<file path="config.mk">
export PLATFORM = sky130hd
export DESIGN_NAME = supply_loss_det
export DESIGN_NICKNAME = d
export VERILOG_FILES = /design/src/rtl/supply_loss_pkg.sv /design/src/rtl/low_run_counter.sv /design/src/rtl/loss_latch.sv /design/src/rtl/supply_loss_det.sv
export SDC_FILE = /design/constraint.sdc
export NUM_CORES = 1
export LEC_CHECK = 0
export BUFFER_PORTS_ARGS = -buffer_cell sky130_fd_sc_hd__buf_2
export CAP_MARGIN = 20
export CORE_AREA = 2 2 44 46
export CTS_CLUSTER_DIAMETER = 100
export DETAILED_ROUTE_END_ITERATION = 10
export DIE_AREA = 0 0 46 48
export GPL_ROUTABILITY_DRIVEN = 0
export PLACE_DENSITY = 0.88
export SLEW_MARGIN = 20
export SYNTH_ARGS = -nofsm -noshare
export SYNTH_HDL_FRONTEND = slang
export SYNTH_SLANG_ARGS = --single-unit
export TNS_END_PERCENT = 10
</file>
<file path="constraint.sdc">
create_clock -name clk_i -period 1.9 [get_ports clk_i]
set_input_delay 0.19 -clock clk_i [delete_from_list [all_inputs] [get_ports clk_i]]
set_output_delay 0.19 -clock clk_i [all_outputs]
set_load 0.02 [all_outputs]
</file>
<file path="src/rtl/supply_loss_pkg.sv">
package supply_loss_pkg;
  localparam int unsigned RUN_W   = 4;
  localparam int unsigned RUN_MAX = (1 << RUN_W) - 1;
  typedef logic [RUN_W-1:0] run_t;
endpackage

</file>
<file path="src/rtl/low_run_counter.sv">
module low_run_counter
  import supply_loss_pkg::*;
(
  input  logic clk_i,
  input  logic rst_ni,
  input  logic valid_i,
  input  logic below_i,
  input  logic clr_i,
  input  run_t run_len_i,
  output logic hit_o
);
  run_t cnt_q;
  run_t len_eff;
  logic [RUN_W:0] cnt_next;

  assign len_eff  = (run_len_i == '0) ? run_t'(1) : run_len_i;
  assign cnt_next = {1'b0, cnt_q} + {{RUN_W{1'b0}}, 1'b1};
  assign hit_o    = valid_i && below_i && (cnt_next >= {1'b0, len_eff});

  always_ff @(posedge clk_i or negedge rst_ni) begin
    if (!rst_ni) begin
      cnt_q <= '0;
    end else if (clr_i) begin
      cnt_q <= '0;
    end else if (valid_i) begin
      if (!below_i)                  cnt_q <= '0;
      else if (cnt_q != run_t'(RUN_MAX)) cnt_q <= cnt_q + run_t'(1);
    end
  end

  a_r4_idle_holds_run: assert property (@(posedge clk_i) disable iff (!rst_ni)
    (!valid_i && !clr_i) |=> $stable(cnt_q));
  a_r3_healthy_clears_run: assert property (@(posedge clk_i) disable iff (!rst_ni)
    (valid_i && !below_i) |=> (cnt_q == '0));
endmodule

</file>
<file path="src/rtl/loss_latch.sv">
module loss_latch (
  input  logic clk_i,
  input  logic rst_ni,
  input  logic valid_i,
  input  logic below_i,
  input  logic set_i,
  input  logic clear_i,
  output logic clr_ok_o,
  output logic loss_o
);
  logic loss_q;
  logic healthy_q;

  assign clr_ok_o = clear_i && healthy_q && !set_i;
  assign loss_o   = loss_q;

  always_ff @(posedge clk_i or negedge rst_ni) begin
    if (!rst_ni) begin
      loss_q    <= 1'b0;
      healthy_q <= 1'b1;
    end else begin
      if (valid_i) healthy_q <= !below_i;
      if (set_i)         loss_q <= 1'b1;
      else if (clr_ok_o) loss_q <= 1'b0;
    end
  end

  a_r5_loss_sticky: assert property (@(posedge clk_i) disable iff (!rst_ni)
    (loss_q && !clear_i) |=> loss_q);
  a_r6_clear_needs_healthy: assert property (@(posedge clk_i) disable iff (!rst_ni)
    $fell(loss_q) |-> $past(clear_i && healthy_q));
endmodule

</file>
<file path="src/rtl/supply_loss_det.sv">
module supply_loss_det
  import supply_loss_pkg::*;
#(
  parameter int unsigned SMP_W = 12
) (
  input  logic             clk_i,
  input  logic             rst_ni,
  input  logic             smp_valid_i,
  input  logic [SMP_W-1:0] smp_data_i,
  input  logic [SMP_W-1:0] trip_level_i,
  input  logic [RUN_W-1:0] run_len_i,
  input  logic             clear_i,
  output logic             loss_o,
  output logic             shutdown_req_o,
  output logic             dev_rst_no
);
  logic below;
  logic hit;
  logic clr_ok;
  logic loss;

  assign below = smp_data_i < trip_level_i;

  low_run_counter u_run (
    .clk_i     (clk_i),
    .rst_ni    (rst_ni),
    .valid_i   (smp_valid_i),
    .below_i   (below),
    .clr_i     (clr_ok),
    .run_len_i (run_len_i),
    .hit_o     (hit)
  );

  loss_latch u_latch (
    .clk_i    (clk_i),
    .rst_ni   (rst_ni),
    .valid_i  (smp_valid_i),
    .below_i  (below),
    .set_i    (hit),
    .clear_i  (clear_i),
    .clr_ok_o (clr_ok),
    .loss_o   (loss)
  );

  // both consumers see the same edge
  assign loss_o         = loss;
  assign shutdown_req_o = loss;
  assign dev_rst_no     = ~loss;

  a_r2_trip_needs_low_sample: assert property (@(posedge clk_i) disable iff (!rst_ni)
    $rose(loss_o) |-> $past(smp_valid_i && (smp_data_i < trip_level_i)));
endmodule

</file>
# ---- Yosys cells after proc, flatten, opt, wreduce, memory -nomap -nowiden
# Cells that the tools add are included.
dict set report word_totals {
  ff_bits 6
  in_bits 32
  output_inout_bits 3
  wordCells 27
}
dict set report op_classes {
  add_sub_neg 2
  n_lt_le_gt_ge 2
  n_eq_ne 2
  n_mux 7
  bitwise_logic 1
  n_reduce_logical 10
}
# op count
set ops {}
lappend ops {{$mux W4} 5}
lappend ops {{$lt A12 B12 Y1} 1}
lappend ops {{$add A4 B1 Y5 const B} 1}
lappend ops {{$ge A5 B4 Y1} 1}
lappend ops {{$add A4 B1 Y4 const B} 1}
lappend ops {{$logic_and A1 B1 Y1} 4}
lappend ops {{$logic_not A4 Y1} 1}
lappend ops {{$ne A4 B4 Y1 const B} 1}
lappend ops {{$reduce_bool A2 Y1} 2}
lappend ops {{$ne A3 B3 Y1 const B} 1}
lappend ops {{$logic_not A1 Y1} 2}
lappend ops {{$mux W1} 2}
lappend ops {{$reduce_and A2 Y1} 1}
lappend ops {{$not A1 Y1} 1}

# ---- Longest topological paths before layout
# Gate-level depths: netlist of the first run.
dict set report logic_depth {
  word_depth 8
  mapped_depth 8
  ltp_nobuf 8
}

# ---- By module
# Synthesis of the first run repeated with hierarchy kept, for this count alone.
dict set report hier_totals {
  cells_unflattened 89
  area_unflattened_um2 752.0
}
# module instances cells_each area_each_um2 seq_area_each_um2
set modules_own_cells {}
lappend modules_own_cells {low_run_counter 1 42 369.1 100.1}
lappend modules_own_cells {supply_loss_det 1 40 307.8 0.0}
lappend modules_own_cells {loss_latch 1 7 75.1 51.3}

# ---- Least setup slack after synthesis of the first run
# No wires, ideal clock.
dict set report synth_path {
  path_kind {register to register}
  from {register u_run.cnt_q[0]}
  to {register u_run.cnt_q[2]}
  setup_time_ps 130
  arrival_time_ps 1656
  t_required_ps 1770
  slack_ps 114
  path_stages_with_launch 8
  n_path_buf 0
  period_less_slack_ps 1786
  cell_sequence {dfrtp_1 > ha_1 > xor2_1 > ha_1 > a211oi_1 > o21ai_1 > a41oi_2 > nor3_2}
}
dict set report synth_via {
  elab_chain_cells 7
  word_cells_on_any_way 14
  cone_classes {2 x add/sub; 1 x order compare; 2 x eq/ne; 4 x mux; 5 x reduce/logical}
}
# item line_no
set synth_rtl {}
lappend synth_rtl {{from (decl)} low_run_counter.sv:12} ;# run_t cnt_q;
lappend synth_rtl {{from (signal assigned)} low_run_counter.sv:27} ;# else if (cnt_q != run_t'(RUN_MAX)) cnt_q <= cnt_q + run_t'(1);
lappend synth_rtl {{$add A4 B1 Y5} low_run_counter.sv:17} ;# assign cnt_next = {1'b0, cnt_q} + {{RUN_W{1'b0}}, 1'b1};
lappend synth_rtl {{$ge A5 B4 Y1} low_run_counter.sv:18} ;# assign hit_o = valid_i && below_i && (cnt_next >= {1'b0, len_eff});
lappend synth_rtl {{$logic_and A1 B1 Y1} low_run_counter.sv:18}
lappend synth_rtl {{$logic_not A1 Y1} loss_latch.sv:14} ;# assign clr_ok_o = clear_i && healthy_q && !set_i;
lappend synth_rtl {{$logic_and A1 B1 Y1} loss_latch.sv:14}
lappend synth_rtl {{$ne A3 B3 Y1 (no source line) / $reduce_bool A2 Y1 (equally long branches)} n/a}
lappend synth_rtl {{$reduce_and A2 Y1 (no source line)} n/a}
# Parallel ways exist; a longest one is shown, timed or not. The select of a mux whose other input is x is not followed.
# A chain may end at the register's enable or synchronous reset.

# ---- Worst setup path after layout of the first run
dict set report layout_path {
  from {register u_run.cnt_q[1]}
  to {register u_run.cnt_q[0]}
}
# Same word-level chain as after synthesis.

==> reports/qor.csv, run 1 <==
metric,value,unit
CTS tree,done,
placed cell areas,989.7,um^2
clock-pin slew on the worst setup and hold paths,50,ps
largest family of logic cells by synthesized area,adder cells,
DRT iter0 DRCs,14,
setup TNS,-8.995,ps
slowest CP cell,dfrtp_1,
Initial Util,0.4578,
Mapped Cells,88,
crit-path cells,ha_2 -> xor2_1 -> ha_1 -> o21ai_1 -> o21ai_1 -> a41oi_2 -> a311oi_2,
Post-Syn Area,773.2,um^2
Crit Path Max Fanout,4,
Syn-to-layout area delta,43.69,%
failing checks,negative setup slack,
H-tree depth,1,
HPWL Detailed,1560,um
ys async rst share,1.000,
ANT cells,0,
Area contributors post-synth,"ha_1 26%, dfrtp_1 16%, inv_1 7.8%",
vias in the first global route,805,
Core Area,0.001689,mm^2
WL per Instance,13.41,um
final antenna-violating net count,0,
Multi-input gate area,596.8,um^2
static leakage,0.6114,nW
pin count of the biggest net entering global routing,10,
NumNets Final,183,
Peak Freq,523.8,MHz
first-pass GRT wire length,3222,um
Non-Filler Instances,151,
average size of a mapped cell,8.787,um^2
Synthesized Nets,136,
clock sinks,6,
Main synth FF type,dfrtp_1,
Post-Synth Simple-Gate Area,0.2006,
share of cells above drive strength 1,0.4552,
Slew Limit Fails,0,
Setup Viol. Count Final,1,
sequential area share after synthesis,0.1958,
fin crit share,1.005,
Top delay family on crit path,compound AO/OA/AOI/OAI gates,
Worst VDD drop,0.0004352,V
complex-gate fraction of the synthesized area,0.2282,
WHS,233.5,ps
dpl ws,35.32,ps
Power Density,592.7,mW/mm^2
io pins,35,
Vias,836,
Longest Clk Path Bufs,2,
CP required,2070,ps
CP Buf/Inv Count,0,
Yosys top cell by area,ha_1,
status,finished with violations,
RSZ-0062 raised after global routing,true,
Crit Path Category,reg2reg,
CP arrival,2080,ps
#FFs+latches synth,6,
vias per cell,5.536,
Reg area,151.4,um^2
top-area cell type share of the netlist area,0.2589,
hold crit path type,in2reg,
gr usage total,0.2031,
warning count from the yosys run,0,
chip height,48,um
die footprint,0.002208,mm^2
initial antenna violation count,0,
dpl cells,142,
# fillers,143,
drt pass-1 iters,4,
Setup Skew,5.295,ps
"most used cell, CP",o21ai_1,
number of synthesized flops with an enable pin,0,
Total Power,658.5,uW
xor-xnor portion of the synthesized cell area,0.02265,
cell area after layout,0.001111,mm^2
CP endpoint kind,flip-flop,
FP Rows,15,
mux contribution to synthesized area,0,
Post-Synth Adder-Cell Area,0.2589,
nature of the critical path startpoint,flip-flop,
maxcap violations,0,
measured slew at the worst slew-check pin,424.7,ps
synth cell count leaders,"16 x ha_1, 16 x inv_1, 7 x nand2_1, 6 x nor2_1, 5 x dfrtp_1",
Slew HR,0.7168,
total wire length,2025,um
fin crit period,1909,ps
Synth cell types,31,
setup ws final,-8.995,ps
Die W,46,um
Num CTS Buffers,3,
Port Buffer Count,34,
clock latency at the later pin of the worst-skew pair,260,ps
Root Buffer,clkbuf_4,
post-layout util,0.6578,
global route total overflow,0,
final hold viol count,0,
critical path's largest stage delay,400,ps
# DRC,0,
## worst paths after layout
kind | from | end | slack (ps) | cells after the start
max in group asynchronous | rst_ni | u_latch.healthy_q | 1390 | 2
min reg2reg | u_latch.loss_o | u_latch.loss_o | 510 | 2
min | smp_valid_i | u_latch.healthy_q | 230 | 2
min in group asynchronous | rst_ni | u_run.cnt_q[3] | 280 | 2
max reg2reg | u_run.cnt_q[1] | u_run.cnt_q[0] | -9 | 7
max | u_run.cnt_q[1] | u_run.cnt_q[0] | -9 | 7
## sequential cells by signal, summed over array words and instances (netlist names)
signal / cells
u_run.cnt_q: 4
u_latch.loss_o: 1
u_latch.healthy_q: 1
## power breakdown
part | switching, mW | total [mW] | internal, mW
combinational | 0.176 | 0.352 | 0.176
sequential | 0.0196 | 0.171 | 0.151
clock | 0.0557 | 0.136 | 0.0802
## timing repair
item                                    4_1_cts  5_1_grt
setup buffers                                 0        4
endpoints found under the hold margin         6        0
hold buffers                                  1        0
endpoints found under the setup margin        0        4
resized for setup                             0       10
## layout make-up
class                      instances  area share
clock buffer                       4     0.02365
timing repair buffer              44      0.2297
tap                               17     0.01914
inverter                          16     0.05405
multi-input combinational         64      0.5372
sequential                         6      0.1363
## placed cells by master, fill, tap and decap left out
| master | count |
|---|---|
| a211oi_2 | 1 |
| a21o_1 | 1 |
| a21oi_1 | 4 |
| a221oi_4 | 1 |
| a311oi_2 | 1 |
| a31o_2 | 1 |
| a31oi_1 | 4 |
| a32oi_1 | 1 |
| a41oi_2 | 1 |
| and3_1 | 1 |
| and4_4 | 1 |
| buf_2 | 34 |
| buf_4 | 7 |
| buf_6 | 2 |
| clkbuf_1 | 1 |
| clkbuf_4 | 3 |
| dfrtp_1 | 5 |
| dfstp_2 | 1 |
| dlygate4sd3_1 | 1 |
| ha_1 | 14 |
| ha_2 | 1 |
| ha_4 | 1 |
| inv_1 | 16 |
| nand2_1 | 7 |
| nand2b_4 | 1 |
| nand3_1 | 2 |
| nand3_4 | 1 |
| nand3b_1 | 1 |
| nand4_1 | 3 |
| nor2_1 | 6 |
| nor3_2 | 1 |
| nor3b_1 | 1 |
| nor4b_4 | 1 |
| o21ai_0 | 1 |
| o21ai_1 | 3 |
| o31ai_4 | 1 |
| xnor2_2 | 1 |
| xor2_1 | 1 |
## routing by layer
| metal | part of all wire | wire (um) | GRT usage |
|---|---|---|---|
| met1 | 0.39 | 786 | 0.2157 |
| met2 | 0.54 | 1084 | 0.3778 |
| met3 | 0.056 | 114 | 0.07170 |
| met4 | 0.020 | 40 | 0.05714 |
| met5 | 0 | 0 | 0 |
## logic make-up (layout without fill, tap and decap cells)
| family | count (synthesis) | after routing |
|---|---|---|
| simple gates | 26 | 26 |
| compound gates | 20 | 20 |
| buf+inv | 18 | 64 |
| fa+ha+maj | 16 | 16 |
| flops | 6 | 6 |
| xor+xnor | 2 | 2 |
Note: power is estimated with default switching activity, not from simulation.
==> run 2, diff against run 1 <==
CTS_BUF_LIST = sky130_fd_sc_hd__clkbuf_4 sky130_fd_sc_hd__clkbuf_8   (was not set)
==> run 2 against run 1 <==
  * The flow still finishes with violations (negative setup slack)
  * Design area is 0.34% higher
  * Utilization is 0.22 points higher
  * Die area stayed put
  * Power is 1.9% higher
  * Global-route usage is 0.16 points lower
  * Clock power is 10% higher
  * Register-to-register slack hardly changed
==> reports/qor.csv, run 2 (synthesis gave the netlist of run 1 again) <==
metric,value,unit,change
status,finished with violations,,
failing checks,negative setup slack,,
most frequent cells in the layout,"34 x buf_2, 16 x inv_1, 14 x ha_1, 7 x nand2_1, 7 x buf_4",,
# fillers,142,,-0.70%
fin crit share,1.001,,-0.003768
global route total overflow,0,,unchanged
clock-pin slew on the worst setup and hold paths,50,ps,about the same
Worst VDD drop,0.0004947,V,+14%
Critical Path Start,u_run.cnt_q[1],,
CP arrival,2070,ps,about the same
Syn-to-layout area delta,44.17,%,
dpl ws,35.32,ps,unchanged
Total Power,671.2,uW,+1.9%
ANT cells,0,,unchanged
NumNets Final,183,,unchanged
io pins,35,,unchanged
# DRC,0,,unchanged
Reg-to-Reg Start,u_run.cnt_q[1],,
clock latency at the later pin of the worst-skew pair,260,ps,about the same
share of cells above drive strength 1,0.4627,,+0.007463
gr usage total,0.2016,,-0.001556
pin count of the biggest net entering global routing,10,,unchanged
Vias,833,,-0.36%
measured slew at the worst slew-check pin,434.3,ps,+9.601 ps
Slew Limit Fails,0,,unchanged
nature of the critical path startpoint,flip-flop,,
Crit Path Category,reg2reg,,
final hold viol count,0,,unchanged
chip height,48,um,unchanged
Peak Freq,525.8,MHz,+0.38%
H-tree depth,1,,unchanged
Setup Skew,5.130,ps,-0.1654 ps
HPWL Detailed,1560,um,unchanged
clock sinks,6,,unchanged
die footprint,0.002208,mm^2,unchanged
"commonest non-fill, non-tap cell in the layout",buf_2,,
vias in the first global route,800,,-0.62%
maxcap violations,0,,unchanged
RSZ-0062 raised after global routing,true,,
Initial Util,0.4578,,unchanged
Num CTS Buffers,3,,unchanged
static leakage,0.6148,nW,+0.56%
max reg flops,4,,unchanged
hold crit path type,in2reg,,
Power Density,602.0,mW/mm^2,+1.6%
CP endpoint kind,flip-flop,,
vias per cell,5.517,,-0.36%
Crit Path Max Fanout,4,,unchanged
Setup Viol. Count Final,1,,unchanged
Core Area,0.001689,mm^2,unchanged
post-layout util,0.6600,,+0.002222
Slew HR,0.7104,,-0.006401
"Most flops, register",u_run.cnt_q,,
DRT iter0 DRCs,19,,+5
CTS tree,done,,
CP required,2070,ps,about the same
FP Rows,15,,unchanged
Port Buffer Count,34,,unchanged
first-pass GRT wire length,3201,um,-0.65%
initial antenna violation count,0,,unchanged
Longest Clk Path Bufs,2,,unchanged
drt pass-1 iters,4,,unchanged
final antenna-violating net count,0,,unchanged
WL per Instance,13.17,um,-1.8%
setup ws final,-1.835,ps,+7.160 ps
total wire length,1989,um,-1.8%
hold path start,smp_valid_i,,
Die W,46,um,unchanged
fin crit period,1902,ps,-7.160 ps
Root Buffer,clkbuf_4,,
==> run 2: cell counts in the layout (fill, tap and decap cells not counted) <==
No cell type changed its count.
==> run 2: final cells by class <==
cell class / instances / area (um^2) / share of cell area
Sequential cell: 6 / 151.4 / 0.1358
Clock buffer: 4 / 30.03 / 0.02694
Multi-Input combinational cell: 64 / 596.8 / 0.5354
Inverter: 16 / 60.06 / 0.05387
Tap cell: 17 / 21.27 / 0.01908
Timing Repair Buffer: 44 / 255.2 / 0.2290
==> run 2: critical path: stages (launching register included) <==
cell	delay, ps
dfrtp_1	400
ha_2	210
xor2_1	160
ha_1	290
o21ai_1	60
o21ai_1	200
a41oi_2	210
a311oi_2	280
==> run 2: what timing repair did <==
item,in CTS,in global routing
resized for setup,0,10
hold buffers,1,0
endpoints found under the setup margin,0,4
buffers inserted,0,4
hold endpoints to repair,6,0
==> run 2: worst paths after layout <==
kind | endpoint | slack, ps | cells past startpoint
min in group asynchronous | u_run.cnt_q[3] | 280 | 2
worst max register to register | u_run.cnt_q[0] | -2 | 7
worst min-delay path | u_latch.healthy_q | 230 | 2
worst min register to register | u_latch.loss_o | 510 | 2
max in group asynchronous | u_latch.healthy_q | 1390 | 2
worst max-delay path | u_run.cnt_q[0] | -2 | 7
==> run 2: per-layer routing <==
metal / wire length [um] / GRT usage
met1: 802 / 0.2157
met2: 1044 / 0.3722
met3: 105 / 0.07170
met4: 37 / 0.05714
met5: 0 / 0
==> run 2: power by group <==
part	switching [mW]	internal, mW	leakage, nW
Clock	0.0557	0.0944	0.0184
Sequential	0.0193	0.151	0.0777
Combinational	0.174	0.176	0.519
Total	0.249	0.422	0.615
==> run 2: per-stage QoR <==
| stage | instances | instance area (um^2) | TNS [ps] | hold slack, ps |
|---|---|---|---|---|
| after global routing | 151 | 1115 | -91.37 | 252.4 |
| after floorplan | 88 | 773.2 | 0 | -105.6 |
| after CTS | 147 | 1030 | 0 | 234.3 |
| after global placement | 142 | 989.7 | 0 | 18.46 |
| after detailed placement | 142 | 989.7 | 0 | 23.58 |
| final | 151 | 1115 | -1.835 | 233.1 |
